==> src/rtl/addsub_pkg.sv <==
package addsub_pkg;

    typedef struct packed {
        logic z;
        logic n;
        logic c;
        logic v;
    } cc_flags_t;

    typedef struct packed {
        logic lt;
        logic le;
        logic eq;
        logic ne;
        logic ge;
        logic gt;
        logic ltu;
        logic leu;
        logic geu;
        logic gtu;
    } rel_t;

    function automatic logic bit_sum(input logic a, input logic b, input logic ci);
        return a ^ b ^ ci;
    endfunction

    function automatic logic bit_carry(input logic a, input logic b, input logic ci);
        return (a & b) | (ci & (a ^ b));
    endfunction

endpackage

==> src/rtl/addsub_operand.sv <==
module addsub_operand #(
    parameter int WIDTH = 32
) (
    input  logic [WIDTH-1:0] opnd_in,
    input  logic             invert,
    output logic [WIDTH-1:0] opnd_out
);
    for (genvar i = 0; i < WIDTH; i++) begin : g_inv
        assign opnd_out[i] = opnd_in[i] ^ invert;
    end
endmodule

==> src/rtl/addsub_ripple.sv <==
module addsub_ripple
    import addsub_pkg::*;
#(
    parameter int WIDTH = 32
) (
    input  logic [WIDTH-1:0] x,
    input  logic [WIDTH-1:0] y,
    input  logic             cin,
    output logic [WIDTH-1:0] sum,
    output logic             c_into_msb,
    output logic             cout
);
    localparam int MSB = WIDTH - 1;

    logic [WIDTH:0] chain;

    assign chain[0] = cin;

    for (genvar i = 0; i < WIDTH; i++) begin : g_cell
        assign sum[i]     = bit_sum(x[i], y[i], chain[i]);
        assign chain[i+1] = bit_carry(x[i], y[i], chain[i]);
    end

    assign c_into_msb = chain[MSB];
    assign cout       = chain[WIDTH];
endmodule

==> src/rtl/addsub_flags.sv <==
module addsub_flags
    import addsub_pkg::*;
#(
    parameter int WIDTH = 32
) (
    input  logic [WIDTH-1:0] sum,
    input  logic             c_into_msb,
    input  logic             cout,
    output cc_flags_t        flags
);
    localparam int MSB = WIDTH - 1;

    always_comb begin
        flags.z = ~|sum;
        flags.n = sum[MSB];
        flags.c = cout;
        flags.v = c_into_msb ^ cout;
    end
endmodule

==> src/rtl/addsub_reldec.sv <==
module addsub_reldec
    import addsub_pkg::*;
(
    input  cc_flags_t flags,
    input  logic      enable,
    output rel_t      rel
);
    logic below;
    logic below_or_eq;

    always_comb begin
        below       = flags.n ^ flags.v;
        below_or_eq = flags.z | below;
        rel         = '0;
        if (enable) begin
            rel.lt  = below;
            rel.le  = below_or_eq;
            rel.eq  = flags.z;
            rel.ne  = ~flags.z;
            rel.ge  = ~below;
            rel.gt  = ~below_or_eq;
            rel.ltu = ~flags.c;
            rel.leu = ~flags.c | flags.z;
            rel.geu = flags.c;
            rel.gtu = flags.c & ~flags.z;
        end
    end
endmodule

==> src/rtl/addsub_cmp.sv <==
module addsub_cmp
    import addsub_pkg::*;
#(
    parameter int WIDTH = 32
) (
    input  logic [WIDTH-1:0] opnd_a,
    input  logic [WIDTH-1:0] opnd_b,
    input  logic             sub_en,
    output logic [WIDTH-1:0] result,
    output logic             flag_z,
    output logic             flag_n,
    output logic             flag_c,
    output logic             flag_v,
    output logic             cmp_lt,
    output logic             cmp_le,
    output logic             cmp_eq,
    output logic             cmp_ne,
    output logic             cmp_ge,
    output logic             cmp_gt,
    output logic             cmp_ltu,
    output logic             cmp_leu,
    output logic             cmp_geu,
    output logic             cmp_gtu
);
    logic [WIDTH-1:0] b_eff;
    logic             c_msb;
    logic             c_out;
    cc_flags_t        cc;
    rel_t             rel;

    addsub_operand #(.WIDTH(WIDTH)) i_operand (
        .opnd_in  (opnd_b),
        .invert   (sub_en),
        .opnd_out (b_eff)
    );

    addsub_ripple #(.WIDTH(WIDTH)) i_ripple (
        .x          (opnd_a),
        .y          (b_eff),
        .cin        (sub_en),
        .sum        (result),
        .c_into_msb (c_msb),
        .cout       (c_out)
    );

    addsub_flags #(.WIDTH(WIDTH)) i_flags (
        .sum        (result),
        .c_into_msb (c_msb),
        .cout       (c_out),
        .flags      (cc)
    );

    addsub_reldec i_reldec (
        .flags  (cc),
        .enable (sub_en),
        .rel    (rel)
    );

    assign flag_z  = cc.z;
    assign flag_n  = cc.n;
    assign flag_c  = cc.c;
    assign flag_v  = cc.v;
    assign cmp_lt  = rel.lt;
    assign cmp_le  = rel.le;
    assign cmp_eq  = rel.eq;
    assign cmp_ne  = rel.ne;
    assign cmp_ge  = rel.ge;
    assign cmp_gt  = rel.gt;
    assign cmp_ltu = rel.ltu;
    assign cmp_leu = rel.leu;
    assign cmp_geu = rel.geu;
    assign cmp_gtu = rel.gtu;
endmodule

==> config.mk <==
export PLATFORM = sky130hd
export DESIGN_NAME = addsub_cmp
export DESIGN_NICKNAME = d
export VERILOG_FILES = /design/src/rtl/addsub_pkg.sv /design/src/rtl/addsub_operand.sv /design/src/rtl/addsub_ripple.sv /design/src/rtl/addsub_flags.sv /design/src/rtl/addsub_reldec.sv /design/src/rtl/addsub_cmp.sv
export SDC_FILE = /design/constraint.sdc
export NUM_CORES = 1
export LEC_CHECK = 0
export ABC_AREA = 1
export BUFFER_PORTS_ARGS = -buffer_cell sky130_fd_sc_hd__buf_2
export CAP_MARGIN = 0
export CORE_ASPECT_RATIO = 1.1
export CORE_MARGIN = 2
export CORE_UTILIZATION = 30
export DETAILED_ROUTE_END_ITERATION = 16
export RECOVER_POWER = 100
export SLEW_MARGIN = 40
export SYNTH_ARGS = -nofsm -noshare
export SYNTH_HDL_FRONTEND = slang
export SYNTH_SLANG_ARGS = --single-unit
==> constraint.sdc <==
create_clock -name vclk -period 20
set_input_delay 1 -clock vclk [all_inputs]
set_output_delay 1 -clock vclk [all_outputs]
set_load 0.1 [all_outputs]
==> key figures <==
STA
  • Final Cycle Share: 82.4%
  • Post-route minimum period: 16.47 ns
  • FMAX: 60.7 MHz
  • TNS Setup: 0 ns
  • RSZ-0062 raised after global routing: no
  • Worst-Margin Slew: 1.21 ns
  • Final setup vio count: 0
  • Pins over their slew limit: 0
  • Final Hold Violating Endpoints: 0
  • Slew HR: 19.9%

GRT
  • Vias in the first global route: 1332
  • Initial antenna violation count: 0
  • First-pass GRT wire length: 5980 um
  • Largest net degree at the start of global routing: 38
  • Total GRT Usage: 13.2%
  • Grt ovf: 0

Layout
  • Layout cells sized above 1: 25.5%
  • Area of the multi-input gates: 1120 um^2
  • FILL cells: 520
  • Layout overhead on the synthesized area: 36.5%
  • FFs & Latches: 0
  • Final Cell Area: 1970 um^2
  • Clkbuf count: 0
  • FF/Latch Area: 0 um^2
  • Antenna diode count: 0
  • Fin cells: 346
  • Nets: 389

Yosys
  • Top post-synthesis cells by area: fa_1, inv_1, xnor2_1
  • Number of library cell types mapped by synthesis: 15
  • Synth Net Count: 280
  • Syn Inst Count: 183
  • Seq/Total Area, Yosys: 0%
  • Synth Warn #: 0
  • Cell taking the most area after synthesis: fa_1
  • Area of the mapped netlist: 1450 um^2
  • Synth top area share: 44.3%
  • Synth Area per Inst: 7.90 um^2

Clock tree
  • Post-cts sizing count: 0
  • Setup bufs post-CTS: 0
  • # hold bufs at CTS: 0

Route
  • DRT Wirelength: 3620 um
  • Antenna Nets Post-Route: 0
  • Number of remaining DRC errors: 0
  • Wire per inst: 10.5 um
  • Drt pass-1 iters: 4
  • Vias per std cell: 3.90
  • Vias: 1351
  • Iter 0 DRT Violations: 23

Setup path
  • Worst setup SP type: input port
  • Setup crit end kind: output pin
  • Crit Path Category: in2out
  • Crit path largest cell delay: 0.86 ns
  • Crit Path Max Fanout: 37
  • Slowest cell on the critical path: clkbuf_1
  • CP dominant cell by count: fa_1
  • Worst EP arrival: 15.47 ns
  • Critical Path RT: 19.00 ns

Floorplan
  • Core area: 4650 um^2
  • Full die area: 5390 um^2
  • Initial Utilization: 31.1%
  • Die X-Extent: 70.2 um
  • Cell Rows: 26
  • Io pins: 111
  • Die Ht: 76.8 um

Hold path
  • Worst Hold Path Cells: 5
  • Worst Hold End: result[1]
  • Tightest Hold Check Type: in2out
  • HP Start: opnd_a[1]

Pwr
  • Peak supply drop: 0.0000552 V
  • PD cells: 127 nW/um^2
  • Total power draw: 0.250 mW
  • Lkg Pwr: 1.12 nW

Run status
  • Outcome: finished, final reports clean

Place
  • DP HPWL: 3320 um
  • Routability cong.: 0.772
  • # port buffers: 111
  • Placed Cells: 346
  • Post-placement cell area: 2030 um^2

Run
  • Max-cap check violation count: 0
-- layer usage --
layer | up-vias | share of wire (%) | GRT usage, % | wire length (um)
li1 | 694 | - | - | -
met1 | 598 | 42 | 17.4 | 1520
met2 | 55 | 51 | 24.0 | 1840
met3 | 4 | 6.4 | 1.31 | 230
met4 | 0 | 0.91 | 1.15 | 33
met5 | - | 0 | 0 | 0
-- area by class of cell --
cell class         instances  area share (%)
well taps                 56            3.55
repair buffers           112            25.7
multi-input cells        104            56.7
inverters                 74            14.1
-- critical path, delay by kind of cell --
kind | cells | cell delay [ns]
adders and majority gates | 31 | 12.17
buffers and inverters | 5 | 1.51
and+or+nand+nor | 4 | 0.52
AOI/OAI and AO/OA | 1 | 0.25
-- layout by cell type, fill, tap and decap left out, types with 2 or more instances in the layout --
cell type,Yosys,layout
xor2_1,2,2
nand2_1,21,21
inv_1,74,74
nand4_1,2,2
nor2_1,9,9
clkbuf_1,0,45
xnor2_1,30,30
nor2_4,2,2
fa_1,32,32
nand2_2,2,2
buf_2,0,66
-- power by group --
group	total, mW	leakage [nW]	internal (mW)	switching (mW)
registers	0	0	0	0
clock network	0	0	0	0
logic	0.250	1.12	0.0378	0.212
-- kinds of logic after synthesis --
group | after synthesis | share of synthesized area (%)
AO/OA/AOI/OAI | 1 | 0.346
XOR/XNOR | 32 | 19.4
adder cells (fa/ha/maj) | 32 | 44.3
buffers and inverters | 79 | 22.6
AND/OR/NAND/NOR | 39 | 13.4
-- synthesized netlist by cell type --
library cell and instances:
fa_1 32, nor2_4 2, inv_1 74, nand4_2 1
o21ai_0 1, xnor2_1 30, nand2_2 2, buf_4 2
xor2_1 2, nand3_2 1, nand2_4 1, nand2_1 21
nor2_1 9, nand4_1 2, buf_6 3
-- stage by stage --
stage / hold slack [ns] / setup slack (ns) / util [%]
2_1_floorplan: 2.26 / 3.70 / -
3_3_place_gp: 2.53 / 4.00 / 43.7
3_5_place_dp: 2.53 / 3.90 / 43.7
4_1_cts: 2.54 / 3.84 / 43.7
5_1_grt: 2.73 / 2.95 / 42.4
6_report: 2.68 / 3.53 / 42.4
-- worst max path at each step --
stage,startpoint,end
5_1_grt,sub_en,cmp_le
3_3_place_gp,sub_en,cmp_eq
6_report,sub_en,cmp_le
4_1_cts,sub_en,cmp_le
2_1_floorplan,sub_en,cmp_gtu
3_5_place_dp,sub_en,cmp_le
Note: power is estimated with default switching activity, not from simulation.
